**config.mk**
```make
export PLATFORM = sky130hd
export DESIGN_NAME = tick_timer_bank
export DESIGN_NICKNAME = d
export VERILOG_FILES = /design/src/rtl/tmr_pkg.sv /design/src/rtl/tmr_rst_sync.sv /design/src/rtl/tmr_prescaler.sv /design/src/rtl/tmr_channel.sv /design/src/rtl/tick_timer_bank.sv
export SDC_FILE = /design/constraint.sdc
export NUM_CORES = 1
export LEC_CHECK = 0
export ABC_AREA = 1
export BUFFER_PORTS_ARGS = -buffer_cell sky130_fd_sc_hd__buf_4
export CORE_MARGIN = 10
export CORE_UTILIZATION = 35
export CTS_BUF_LIST = sky130_fd_sc_hd__clkbuf_16
export DETAILED_ROUTE_END_ITERATION = 7
export PLACE_DENSITY = 0.5
export SYNTH_ARGS = -nofsm -noshare
export SYNTH_HDL_FRONTEND = slang
export SYNTH_HIERARCHICAL = 1
export SYNTH_SLANG_ARGS = --single-unit
```
**constraint.sdc**
```tcl
create_clock -name clk -period 15.39 [get_ports clk]
set_input_delay 1.539 -clock clk [delete_from_list [all_inputs] [get_ports clk]]
set_output_delay 1.539 -clock clk [all_outputs]
set_load 0.01 [all_outputs]
```
**src/rtl/tmr_pkg.sv**
```systemverilog
package tmr_pkg;

  // Prescale code field and the number of valid divide ratios
  localparam int unsigned CODE_W    = 3;
  localparam int unsigned NUM_CODES = 5;
  // Phase counter wide enough for the largest ratio (1024)
  localparam int unsigned PS_W      = 10;

  // Control word field positions (software decodes these)
  localparam int unsigned CTL_IE_BIT   = 5;
  localparam int unsigned CTL_FLAG_BIT = 8;
  localparam int unsigned CTL_W        = 16;

  function automatic logic code_ok(input logic [CODE_W-1:0] c);
    return c < CODE_W'(NUM_CODES);
  endfunction

  // Last phase value of a prescale period: 4 * 4^code - 1
  function automatic logic [PS_W-1:0] last_phase(input logic [CODE_W-1:0] c);
    logic [PS_W:0] ratio;
    ratio = (PS_W+1)'(4) << {c, 1'b0};
    return PS_W'(ratio - (PS_W+1)'(1));
  endfunction

  function automatic logic [CTL_W-1:0] ctl_word(input logic [CODE_W-1:0] c,
                                                input logic ie,
                                                input logic flag);
    logic [CTL_W-1:0] w;
    w = '0;
    w[CODE_W-1:0]  = c;
    w[CTL_IE_BIT]  = ie;
    w[CTL_FLAG_BIT] = flag;
    return w;
  endfunction

endpackage

```
**src/rtl/tmr_rst_sync.sv**
```systemverilog
module tmr_rst_sync (
  input  logic clk,
  input  logic arst_n,
  output logic srst_n
);

  logic [1:0] sync_q;

  always_ff @(posedge clk or negedge arst_n) begin
    if (!arst_n) sync_q <= '0;
    else         sync_q <= {sync_q[0], 1'b1};
  end

  assign srst_n = sync_q[1];

endmodule

```
**src/rtl/tmr_prescaler.sv**
```systemverilog
module tmr_prescaler
  import tmr_pkg::*;
(
  input  logic              clk,
  input  logic              rst_n,
  input  logic              run,
  input  logic [CODE_W-1:0] code,
  output logic              tick
);

  logic [PS_W-1:0] phase_q;
  logic [PS_W-1:0] phase_d;
  logic            phase_en;
  logic            at_end;
  logic            ratio_ok;

  always_comb begin
    ratio_ok = code_ok(code);
    at_end   = phase_q >= last_phase(code);
    tick     = run && ratio_ok && at_end;
    // Clock enable: advance while running, or flush a stale phase once halted
    phase_en = run || (phase_q != '0);
    if (!run || !ratio_ok || at_end) phase_d = '0;
    else                             phase_d = phase_q + PS_W'(1);
  end

  always_ff @(posedge clk or negedge rst_n) begin
    if (!rst_n)        phase_q <= '0;
    else if (phase_en) phase_q <= phase_d;
  end

endmodule

```
**src/rtl/tmr_channel.sv**
```systemverilog
module tmr_channel
  import tmr_pkg::*;
#(
  parameter int unsigned DATA_W = 32
) (
  input  logic              clk,
  input  logic              rst_n,
  input  logic              run,
  input  logic              we_rld,
  input  logic              we_cnt,
  input  logic              we_ctl,
  input  logic [DATA_W-1:0] wdata,
  output logic [DATA_W-1:0] rld_q,
  output logic [DATA_W-1:0] cnt_q,
  output logic [CODE_W-1:0] code_q,
  output logic              ie_q,
  output logic              flag_q,
  output logic              tick,
  output logic              irq
);

  logic [DATA_W-1:0] cnt_d;
  logic              cnt_en;
  logic              uflow;
  logic              flag_d;
  logic              flag_en;

  tmr_prescaler u_ps (
    .clk  (clk),
    .rst_n(rst_n),
    .run  (run),
    .code (code_q),
    .tick (tick)
  );

  always_comb begin
    uflow  = tick && (cnt_q == '0);
    cnt_en = we_cnt || tick;
    if (we_cnt)     cnt_d = wdata;
    else if (uflow) cnt_d = rld_q;
    else            cnt_d = cnt_q - DATA_W'(1);
    // Hardware set wins over a same-cycle software clear
    flag_en = uflow || we_ctl;
    flag_d  = uflow || (flag_q && wdata[CTL_FLAG_BIT]);
  end

  always_ff @(posedge clk or negedge rst_n) begin
    if (!rst_n)      rld_q <= '1;
    else if (we_rld) rld_q <= wdata;
  end

  always_ff @(posedge clk or negedge rst_n) begin
    if (!rst_n)      cnt_q <= '1;
    else if (cnt_en) cnt_q <= cnt_d;
  end

  always_ff @(posedge clk or negedge rst_n) begin
    if (!rst_n) begin
      code_q <= '0;
      ie_q   <= 1'b0;
    end else if (we_ctl) begin
      code_q <= wdata[CODE_W-1:0];
      ie_q   <= wdata[CTL_IE_BIT];
    end
  end

  always_ff @(posedge clk or negedge rst_n) begin
    if (!rst_n)       flag_q <= 1'b0;
    else if (flag_en) flag_q <= flag_d;
  end

  assign irq = flag_q && ie_q;

endmodule

```
**src/rtl/tick_timer_bank.sv**
```systemverilog
module tick_timer_bank
  import tmr_pkg::*;
#(
  parameter int unsigned NUM_CH  = 3,
  parameter int unsigned COMPACT = 0,
  parameter int unsigned ADDR_W  = 8,
  parameter int unsigned DATA_W  = 32
) (
  input  logic              clk,
  input  logic              rst_n,
  input  logic              bus_we,
  input  logic [ADDR_W-1:0] bus_addr,
  input  logic [DATA_W-1:0] bus_wdata,
  output logic [DATA_W-1:0] bus_rdata,
  output logic [NUM_CH-1:0] irq
);

  localparam int unsigned RUN_OFS   = (COMPACT != 0) ? 2 : 4;
  localparam int unsigned CH_BASE   = (COMPACT != 0) ? 4 : 8;
  localparam int unsigned CH_STRIDE = 12;
  localparam int unsigned OFS_RLD   = 0;
  localparam int unsigned OFS_CNT   = 4;
  localparam int unsigned OFS_CTL   = 8;

  if (NUM_CH < 2 || NUM_CH > 3) begin : g_bad_ch
    $error("tick_timer_bank: NUM_CH must be 2 or 3");
  end

  logic rst_sync_n;

  tmr_rst_sync u_rst (
    .clk   (clk),
    .arst_n(rst_n),
    .srst_n(rst_sync_n)
  );

  // Shared run register
  logic [NUM_CH-1:0] run_q;
  logic              we_run;
  logic              hit_run;

  assign hit_run = bus_addr == ADDR_W'(RUN_OFS);
  assign we_run  = bus_we && hit_run;

  always_ff @(posedge clk or negedge rst_sync_n) begin
    if (!rst_sync_n)  run_q <= '0;
    else if (we_run)  run_q <= bus_wdata[NUM_CH-1:0];
  end

  // Per-channel decode and state
  logic [NUM_CH-1:0]             hit_rld, hit_cnt, hit_ctl;
  logic [NUM_CH-1:0]             we_rld_v, we_cnt_v, we_ctl_v;
  logic [NUM_CH-1:0][DATA_W-1:0] rld_v, cnt_v;
  logic [NUM_CH-1:0][CODE_W-1:0] code_v;
  logic [NUM_CH-1:0]             ie_v, flag_v, tick_v;

  for (genvar g = 0; g < NUM_CH; g++) begin : g_ch
    assign hit_rld[g]  = bus_addr == ADDR_W'(CH_BASE + CH_STRIDE*g + OFS_RLD);
    assign hit_cnt[g]  = bus_addr == ADDR_W'(CH_BASE + CH_STRIDE*g + OFS_CNT);
    assign hit_ctl[g]  = bus_addr == ADDR_W'(CH_BASE + CH_STRIDE*g + OFS_CTL);
    assign we_rld_v[g] = bus_we && hit_rld[g];
    assign we_cnt_v[g] = bus_we && hit_cnt[g];
    assign we_ctl_v[g] = bus_we && hit_ctl[g];

    tmr_channel #(.DATA_W(DATA_W)) u_ch (
      .clk   (clk),
      .rst_n (rst_sync_n),
      .run   (run_q[g]),
      .we_rld(we_rld_v[g]),
      .we_cnt(we_cnt_v[g]),
      .we_ctl(we_ctl_v[g]),
      .wdata (bus_wdata),
      .rld_q (rld_v[g]),
      .cnt_q (cnt_v[g]),
      .code_q(code_v[g]),
      .ie_q  (ie_v[g]),
      .flag_q(flag_v[g]),
      .tick  (tick_v[g]),
      .irq   (irq[g])
    );
  end

  // Read mux; unmapped offsets return zero
  always_comb begin
    bus_rdata = '0;
    if (hit_run) bus_rdata[NUM_CH-1:0] = run_q;
    for (int i = 0; i < NUM_CH; i++) begin
      if (hit_rld[i]) bus_rdata = rld_v[i];
      if (hit_cnt[i]) bus_rdata = cnt_v[i];
      if (hit_ctl[i]) bus_rdata = DATA_W'(ctl_word(code_v[i], ie_v[i], flag_v[i]));
    end
  end

endmodule

```
Word level (Yosys, flattened, before mapping)
Index checks and enable logic that the tools add are counted. Widths: inputs -> output; s select.

Word-level logic and storage cells: 122. Bits in latches: 0. Bits in read-only memories: 0. Output and inout bits: 35. Bits of input ports: 43. RAM bits: 0. Flip-flop bits (word level): 242. Memories: 0.

$mul: 0. Shifts and indexed selects: 3. $lt $le $gt $ge: 6. $add $sub $neg: 9. Equal/unequal tests: 10. Div/mod/pow operators: 0. Bitwise logic cells: 0. Reductions and logical operators: 55. Muxes and demuxes: 19.

Operators by type and width (number): $mux 32 (15); $logic_not 32->1 (3); $sub 32x1->32 const B (3); $eq 8x5->1 const B (4); $add 10x1->10 const B (3); $ge 10x10->1 (3); $mux 10 (3); $reduce_bool 10->1 (3); $shl 3x4->10 const A (3); $sub 10x1->10 const B (3); $logic_and 1x1->1 (25); $eq 8x6->1 const B (3); $logic_or 1x1->1 (18); $eq 8x4->1 const B (2); $lt 3x3->1 const B (3); $eq 8x3->1 const B (1); $logic_not 1->1 (6); $mux 3 (1).

Longest topological paths before layout
Gate-level depths: netlist of the first run.

Depth after elaboration: 11. Mapped depth: 17.

Hierarchy
Netlist of the first run, hierarchy kept.

By module, submodules not included: tmr_channel at g_ch[0].u_ch ... (instances 2, cells each 546, area an instance 4159.0 um^2); tmr_channel at g_ch[2].u_ch (instances 1, cells each 542, area an instance 4142.7 um^2); tmr_prescaler (instances 3, cells each 97, area an instance 797.0 um^2); tick_timer_bank (instances 1, cells each 409, area an instance 1955.6 um^2); tmr_rst_sync (instances 1, cells each 3, area an instance 53.8 um^2).

Worst setup path after synthesis of the first run
OpenSTA, ideal clock, no wires.

Path type: input-to-output. From: input port bus_addr[6]. To: output port bus_rdata[11]. Data arrival time: 2.457 ns. Stages on the path: 9. Buffers on the path: 2. Setup slack: 11.394 ns. Cell sequence: inv_2 > nand2_4 > nor3_4 > nand2_2 > inv_2 > buf_6 > buf_4 > nand2_1 > nand4_1.

Longest elaborated chain between the ends: 10. Elaborated cells between the ends (all ways): 18.

Ends and longest elaborated chain: start: declaration (line tick_timer_bank.sv:12) `input logic [ADDR_W-1:0] bus_addr,`; $eq 8x4->1 (line tick_timer_bank.sv:58) `assign hit_rld[g] = bus_addr == ADDR_W'(CH_BASE + CH_STRIDE*g + OFS_RLD);`; $mux 32 (line tick_timer_bank.sv:88) `if (hit_rld[i]) bus_rdata = rld_v[i];`; $mux 32 (line tick_timer_bank.sv:89) `if (hit_cnt[i]) bus_rdata = cnt_v[i];`; $mux 32 (line tick_timer_bank.sv:90) `if (hit_ctl[i]) bus_rdata = DATA_W'(ctl_word(code_v[i], ie_v[i], flag_v[i]));`; $mux 32 (line tick_timer_bank.sv:88); $mux 32 (line tick_timer_bank.sv:89); $mux 32 (line tick_timer_bank.sv:90); $mux 32 (line tick_timer_bank.sv:88); $mux 32 (line tick_timer_bank.sv:89); $mux 32 (*) (line tick_timer_bank.sv:90); end: declaration (line tick_timer_bank.sv:14) `output logic [DATA_W-1:0] bus_rdata,`.

Every way passes the cells marked *; elsewhere a longest branch is shown, timed or not.

Final worst setup path of the first run
From: input port bus_addr[5]. To: output port bus_rdata[1].

Longest elaborated chain between the ends: 11. Elaborated cells between the ends (all ways): 20.

Ends and longest elaborated chain: $eq 8x3->1 (line tick_timer_bank.sv:42) `assign hit_run = bus_addr == ADDR_W'(RUN_OFS);`; $mux 3 (line tick_timer_bank.sv:86) `if (hit_run) bus_rdata[NUM_CH-1:0] = run_q;`; $mux 32 (line tick_timer_bank.sv:88); $mux 32 (line tick_timer_bank.sv:89); $mux 32 (line tick_timer_bank.sv:90); $mux 32 (line tick_timer_bank.sv:88); $mux 32 (line tick_timer_bank.sv:89); $mux 32 (line tick_timer_bank.sv:90); $mux 32 (line tick_timer_bank.sv:88); $mux 32 (line tick_timer_bank.sv:89); $mux 32 (*) (line tick_timer_bank.sv:90).

Marked as above.

==> impl_metrics.toml, run 1 <==
[run_status]
outcome = "finished clean"

[timing]
setup_violations = 0
min_period_over_period = 0.321
holdWs_ns = 0.363
grt_setup_unrepaired = "false"
fin_crit_ns = 4.94
finClkSkew_ns = 0.0130
fin_tns_setup_ns = 0
timing.final.hold_violations = 0
slew_violations = 0
worst_pin_slew_ns = 1.16
fmax_mhz = 203
slew_headroom = 0.226

[drt]
drt_wl_total_um = 63000
drcViolationCount = 0
drt_iter0_markers = 1474
detail_route.wl_per_cell_um = 20.9
num_vias = 16112
dr.pass1.iters = 6
antenna_left = 0
post_drt_via_cell_ratio = 5.34

[setup_path]
reg2reg_slack_ns = 11.18
critical_path.max_fanout = 36
start_kind = "input pin"
reg2reg_depth = 14
critPathArrivalTime_ns = 3.40
worstReg2RegEnd = "g_ch[0].u_ch/cnt_q[8]"
cp_data_required_time_ns = 13.85
r2r-start = "g_ch[0].u_ch/code_q[1]"
path_class = "input pin to output port"
worst_setup_path_end_kind = "output port"

[synthesis]
syn_area_per_cell_sq_um = 7.21
syn_area_sq_mm = 0.0169
synthArstFlopShare = 1.00
synthDistinctLibCells = 43
yosysWarnings = 6
synth-main-ff-cell = "dfstp_2"
synth_seq_cells = 242
synth_nets = 2413
ys_seq_area_frac = 0.373
synth_edf_count = 0
synthCells = 2337

[layout]
nets = 2456
areaGrowthSynthToFinish_pct = 12.2
antennaDiodeCount = 0
drive_gt1_frac = 0.214
final_area_sq_mm = 0.0189

[floorplanning]
ios = 78
die_y_um = 239
row_count = 80
die_w_um = 239
start_util = 0.354
core_region_area_sq_mm = 0.0476
dieArea_sq_mm = 0.0574

[clock_network]
cts_resized = 0
cts_buffers = 31
clock_path_buffers = 3
cts_tree = "done"
cts_setup_buffers = 0
hold_buffers = 0
path_clk_slew_ns = 0.05
cts-root-buf = "clkbuf_16"
cts.sinks = 242
htree_levels = 1
clock_latency_ns = 0.59

[pwr]
peakVddDrop_mv = 0.0947
p_leak_nw = 9.17
power.density_mw_per_mm2 = 165

[global_routing]
grt_max_degree = 80
antenna_found_initial = 0
grt_pass1_vias = 15645
grt_overflow = 0
grt_pass1_wl_um = 96500
grt_usage = 0.217

[worst_hold_path]
min_from = "u_rst/sync_q[0]"
hold_class = "register to register"
min_to = "u_rst/sync_q[1]"
holdPathStages = 0

[placement]
numPortBuffers = 77
dp_hpwl_um = 46600
placed_area_sq_mm = 0.0180
place_congestion = 0.931

[job]
max-cap-violations = 0
==> critical path: stages <==
cell,delay (ns)
buf_4,0.11
inv_2,0.10
nand2_1,0.10
nor2_4,0.61
nand2_1,0.23
nor2_1,0.18
nor2_1,0.07
nand2_1,0.09
nand2_1,0.08
nand2_1,0.06
nand2_1,0.05
nand2_1,0.06
buf_4,0.12
==> flip-flops by register name, indices dropped and copies added (netlist names) <==
register                count
g_ch.u_ch/cnt_q            96
run_q                       3
g_ch.u_ch/rld_q            96
g_ch.u_ch/code_q            9
g_ch.u_ch/ie_q              3
g_ch.u_ch/u_ps/phase_q     30
u_rst/sync_q                2
g_ch.u_ch/flag_q            3
==> synth_stat cells, types with 16 or more instances <==
cell type | count | area [sq um]
nand2_1 | 683 | 2560
nand3_2 | 22 | 220
xor2_1 | 26 | 228
inv_1 | 216 | 811
clkbuf_1 | 40 | 150
nand2_2 | 25 | 156
xnor2_1 | 21 | 184
nor2_1 | 257 | 965
dfstp_2 | 192 | 5040
a22oi_1 | 93 | 698
ha_1 | 33 | 413
mux2_2 | 16 | 180
dfrtp_1 | 50 | 1250
nand3_1 | 265 | 1330
nor2_2 | 27 | 169
a21oi_1 | 39 | 195
or2_2 | 16 | 100
buf_2 | 20 | 100
nand4_1 | 56 | 350
nor2_4 | 20 | 225
o21ai_0 | 118 | 591
==> how the worst max path moves through the flow <==
stage	startpoint	end	cells past startpoint
final	bus_addr[5]	bus_rdata[1]	13
after floorplan	u_rst/sync_q[1]	g_ch[0].u_ch/code_q[0]	0
after global routing	bus_addr[5]	bus_rdata[2]	13
after global placement	bus_addr[7]	bus_rdata[8]	11
after detailed placement	bus_addr[5]	bus_rdata[1]	13
after CTS	bus_addr[5]	bus_rdata[1]	13
==> kinds of logic after synthesis <==
family | synth area share
compound gates | 0.0982
other cells | 0.000222
xor+xnor | 0.0244
simple gates | 0.391
mux | 0.0107
flops | 0.373
fa+ha+maj | 0.0245
buf+inv | 0.0775
==> cell usage in the layout, fill, tap and decap left out, types with 4 or more instances in the layout <==
| cell type | n |
|---|---|
| a21oi_1 | 39 |
| a22oi_1 | 93 |
| buf_4 | 94 |
| clkbuf_16 | 32 |
| clkinv_1 | 4 |
| clkinv_2 | 5 |
| dfrtp_1 | 49 |
| dfstp_2 | 192 |
| ha_1 | 33 |
| inv_1 | 227 |
| inv_2 | 9 |
| mux2_2 | 16 |
| nand2_1 | 683 |
| nand2_2 | 25 |
| nand2_4 | 10 |
| nand3_1 | 265 |
| nand3_2 | 22 |
| nand4_1 | 56 |
| nor2_1 | 245 |
| nor2_2 | 33 |
| nor2_4 | 26 |
| nor2_8 | 7 |
| nor3_2 | 4 |
| nor3_4 | 7 |
| o21ai_0 | 118 |
| o21ai_1 | 11 |
| or2_0 | 7 |
| or2_2 | 16 |
| xnor2_1 | 21 |
| xor2_1 | 26 |
==> through the flow <==
stage                      util  cells  power, mW  worst slack, ns
after floorplan               -   2337       1.98             8.48
after global placement    0.377   2962       2.41             9.98
after detailed placement  0.377   2962       2.42            10.46
after CTS                 0.397   3017       3.13            10.46
after global routing      0.397   3017       3.34            10.21
final                     0.397   3017       3.12            10.45
==> routing by layer <==
layer  vias up  part of all wire  global-route usage
li1       7702                 -                   -
met1      7766              0.45               0.291
met2       534              0.46               0.346
met3       110             0.054              0.0243
met4         0             0.044              0.0938
met5         -                 0                   0
==> layout make-up <==
cell class	instances	area [sq um]
Fill cell	5141	28700
Tap cell	615	769
Sequential cell	242	6300
Inverter	227	853
Clock inverter	23	134
Timing Repair Buffer	94	706
Clock buffer	32	801
Multi-Input combinational cell	1784	9350
==> where the power goes <==
group          internal [mW]  switching [mW]
logic                  0.408           0.930
clock network          0.388           0.302
registers              0.866           0.228
total                   1.66            1.46
Note: power is estimated with default switching activity, not from simulation.
==> run 2: changes to the inputs <==
Settings changed: ABC_AREA 1 to 0.
Clock period 15.39 ns to 5 ns, I/O delays scaled along.
==> run 2 against run 1 <==
Worst hold slack got worse by 0.17 ns; first-iteration DRC count is 35% lower; core utilization is 0.34 points higher; combinational power is 47% lower; routed wire length decreased by 13%; die area fell by 4.1%; largest power group is now registers.
==> impl_metrics.toml, run 2 <==
[run_status]
outcome = "finished clean"

[synthesis]
synthArstFlopShare = 1.00
synth_most_common_cell = "dfstp_2"
ys_seq_area_frac = 0.391
synth_nets = 1778
synthDistinctLibCells = 68
synth_seq_cells = 242
synth_top_cell_area_share = 0.313
synth-main-ff-cell = "dfstp_2"
yosys-top-cells-area = "dfstp_2 (31%), mux2_2 (8.0%), dfrtp_1 (7.8%), o21ai_0 (5.7%), a21oi_1 (3.5%)"
syn_area_sq_mm = 0.0161
yosysTopAreaCell = "dfstp_2"
synthTopCellsByCount = "dfstp_2 (192), o21ai_0 (182), mux2_2 (114)"
yosysWarnings = 6
syn_area_per_cell_sq_um = 9.47
synth_edf_count = 0
synthCells = 1702

[timing]
holdWs_ns = 0.197
slew_violations = 0
fin_crit_ns = 3.97
worst_pin_slew_ns = 1.25
fmax_mhz = 252
slew_headroom = 0.166
min_period_over_period = 0.794
fin_tns_setup_ns = 0
grt_setup_unrepaired = "false"
setup_violations = 0
finClkSkew_ns = 0.00994
timing.final.hold_violations = 0

[setup_path]
critical_path.max_fanout = 36
start_kind = "register"
critPathArrivalTime_ns = 4.48
worst_setup_path_end_kind = "register"
path_class = "register to register"
cp_data_required_time_ns = 5.51

[clock_network]
clock_path_buffers = 3
cts_tree = "done"
path_clk_slew_ns = 0.06
cts_resized = 0
cts_setup_buffers = 0
cts-root-buf = "clkbuf_16"
clock_latency_ns = 0.59
htree_levels = 1
cts_buffers = 30
cts.sinks = 242

[placement]
place_congestion = 0.868
placed_area_sq_mm = 0.0172
dp_hpwl_um = 37200
dp_cells = 2295
numPortBuffers = 77

[layout]
multi_input_area_sq_mm = 0.00917
largestRegisters = "g_ch.u_ch/cnt_q: 96 flops, g_ch.u_ch/rld_q: 96 flops, g_ch.u_ch/u_ps/phase_q: 30 flops"
nets = 1804
final_common_cell = "dfstp_2"
fillCellCount = 4568
stdcell_count = 2353
drive_gt1_frac = 0.311
final_area_sq_mm = 0.0182
final-seq-area_sq_mm = 0.00630
mostFrequentLayoutCells = "dfstp_2 (192), o21ai_0 (182), mux2_2 (114), a21oi_1 (112), buf_4 (109)"
areaGrowthSynthToFinish_pct = 13.0

[global_routing]
grt_pass1_wl_um = 84700
grt_usage = 0.196
grt_max_degree = 79
antenna_found_initial = 0
grt_pass1_vias = 13622
grt_overflow = 0

[floorplanning]
dieArea_sq_mm = 0.0550
core_region_area_sq_mm = 0.0455
ios = 78
row_count = 78
die_w_um = 235
start_util = 0.354
die_y_um = 235

[drt]
drt_wl_total_um = 55100
num_vias = 13954
detail_route.wl_per_cell_um = 23.4
drt_iter0_markers = 954
drcViolationCount = 0
antenna_left = 0
post_drt_via_cell_ratio = 5.93
dr.pass1.iters = 5

[job]
max-cap-violations = 0

[pwr]
p_total_mw = 5.23
power.density_mw_per_mm2 = 287
p_leak_nw = 6.88
peakVddDrop_mv = 0.217

[worst_hold_path]
hold_class = "input pin to register"
[run 2: cells by family (layout without fill, tap and decap cells)]
group                      after synthesis  after routing  share of synthesized area
xor gates and xnor gates                81             81                     0.0440
DFF                                    242            242                      0.391
AOI/OAI and AO/OA                      509            509                      0.207
adders and majority gates               33             33                     0.0256
muxes                                  125            125                     0.0865
and+or+nand+nor                        565            565                      0.203
buffers and inverters                  146            196                     0.0425
other                                    1              2                   0.000233
[run 2: path summary, 6_finish.rpt]
check                                  startpoint                           end  slack [ns]  depth (start not counted)
setup / recovery           g_ch[1].u_ch/code_q[2]        g_ch[1].u_ch/cnt_q[19]        1.03                         12
hold / removal                      bus_wdata[26]        g_ch[2].u_ch/cnt_q[26]        0.20                          3
setup reg to reg           g_ch[1].u_ch/code_q[2]        g_ch[1].u_ch/cnt_q[19]        1.03                         12
hold reg to reg                   u_rst/sync_q[0]               u_rst/sync_q[1]        0.35                          0
max in group asynchronous         u_rst/sync_q[1]  g_ch[0].u_ch/u_ps/phase_q[2]        3.55                          1
min in group asynchronous                   rst_n               u_rst/sync_q[1]        0.23                          2
[run 2: where the power goes]
group / switching [mW] / leakage (nW) / internal (mW)
Sequential: 0.136 / 2.66 / 2.13
Combinational: 0.429 / 3.71 / 0.278
Clock: 0.933 / 0.515 / 1.33
[run 2: worst max-delay path: stages, from the launching register on]
cell and delay [ns]:
dfrtp_1 0.45, nor3_1 0.34, ha_1 0.26, o211ai_1 0.12, o21ai_1 0.19, a21oi_1 0.10
nor2_2 0.18, or3b_2 0.49, or4_1 0.52, or4_4 0.69, o21ai_1 0.20, a21oi_1 0.05
a221o_1 0.28
[run 2: repair_timing]
item / CTS / global route
endpoints found under the hold margin: 2 / 0
setup endpoints to repair: 0 / 0
hold buffers: 1 / 0
[run 2: final cells by class]
type                       count  area share
multi-input combinational   1314       0.504
sequential                   242       0.346
inverter                      28     0.00577
clock inverter                23      0.0100
clock buffer                  33      0.0454
tap                          600      0.0412
antenna                        1    0.000137
timing repair buffer         112      0.0477
[run 2: layer usage]
metal,vias up,global-route usage,wire [um]
met3,115,0.0219,2220
met1,6993,0.267,25100
met4,0,0.0787,2260
met2,379,0.312,25500
met5,-,0,0
li1,6467,-,-
[run 2: through the flow]
step	setup WS, ns	util
2_1_floorplan	1.21	-
3_3_place_gp	1.21	0.378
3_5_place_dp	1.10	0.378
4_1_cts	1.08	0.400
5_1_grt	0.871	0.400
6_report	1.03	0.400
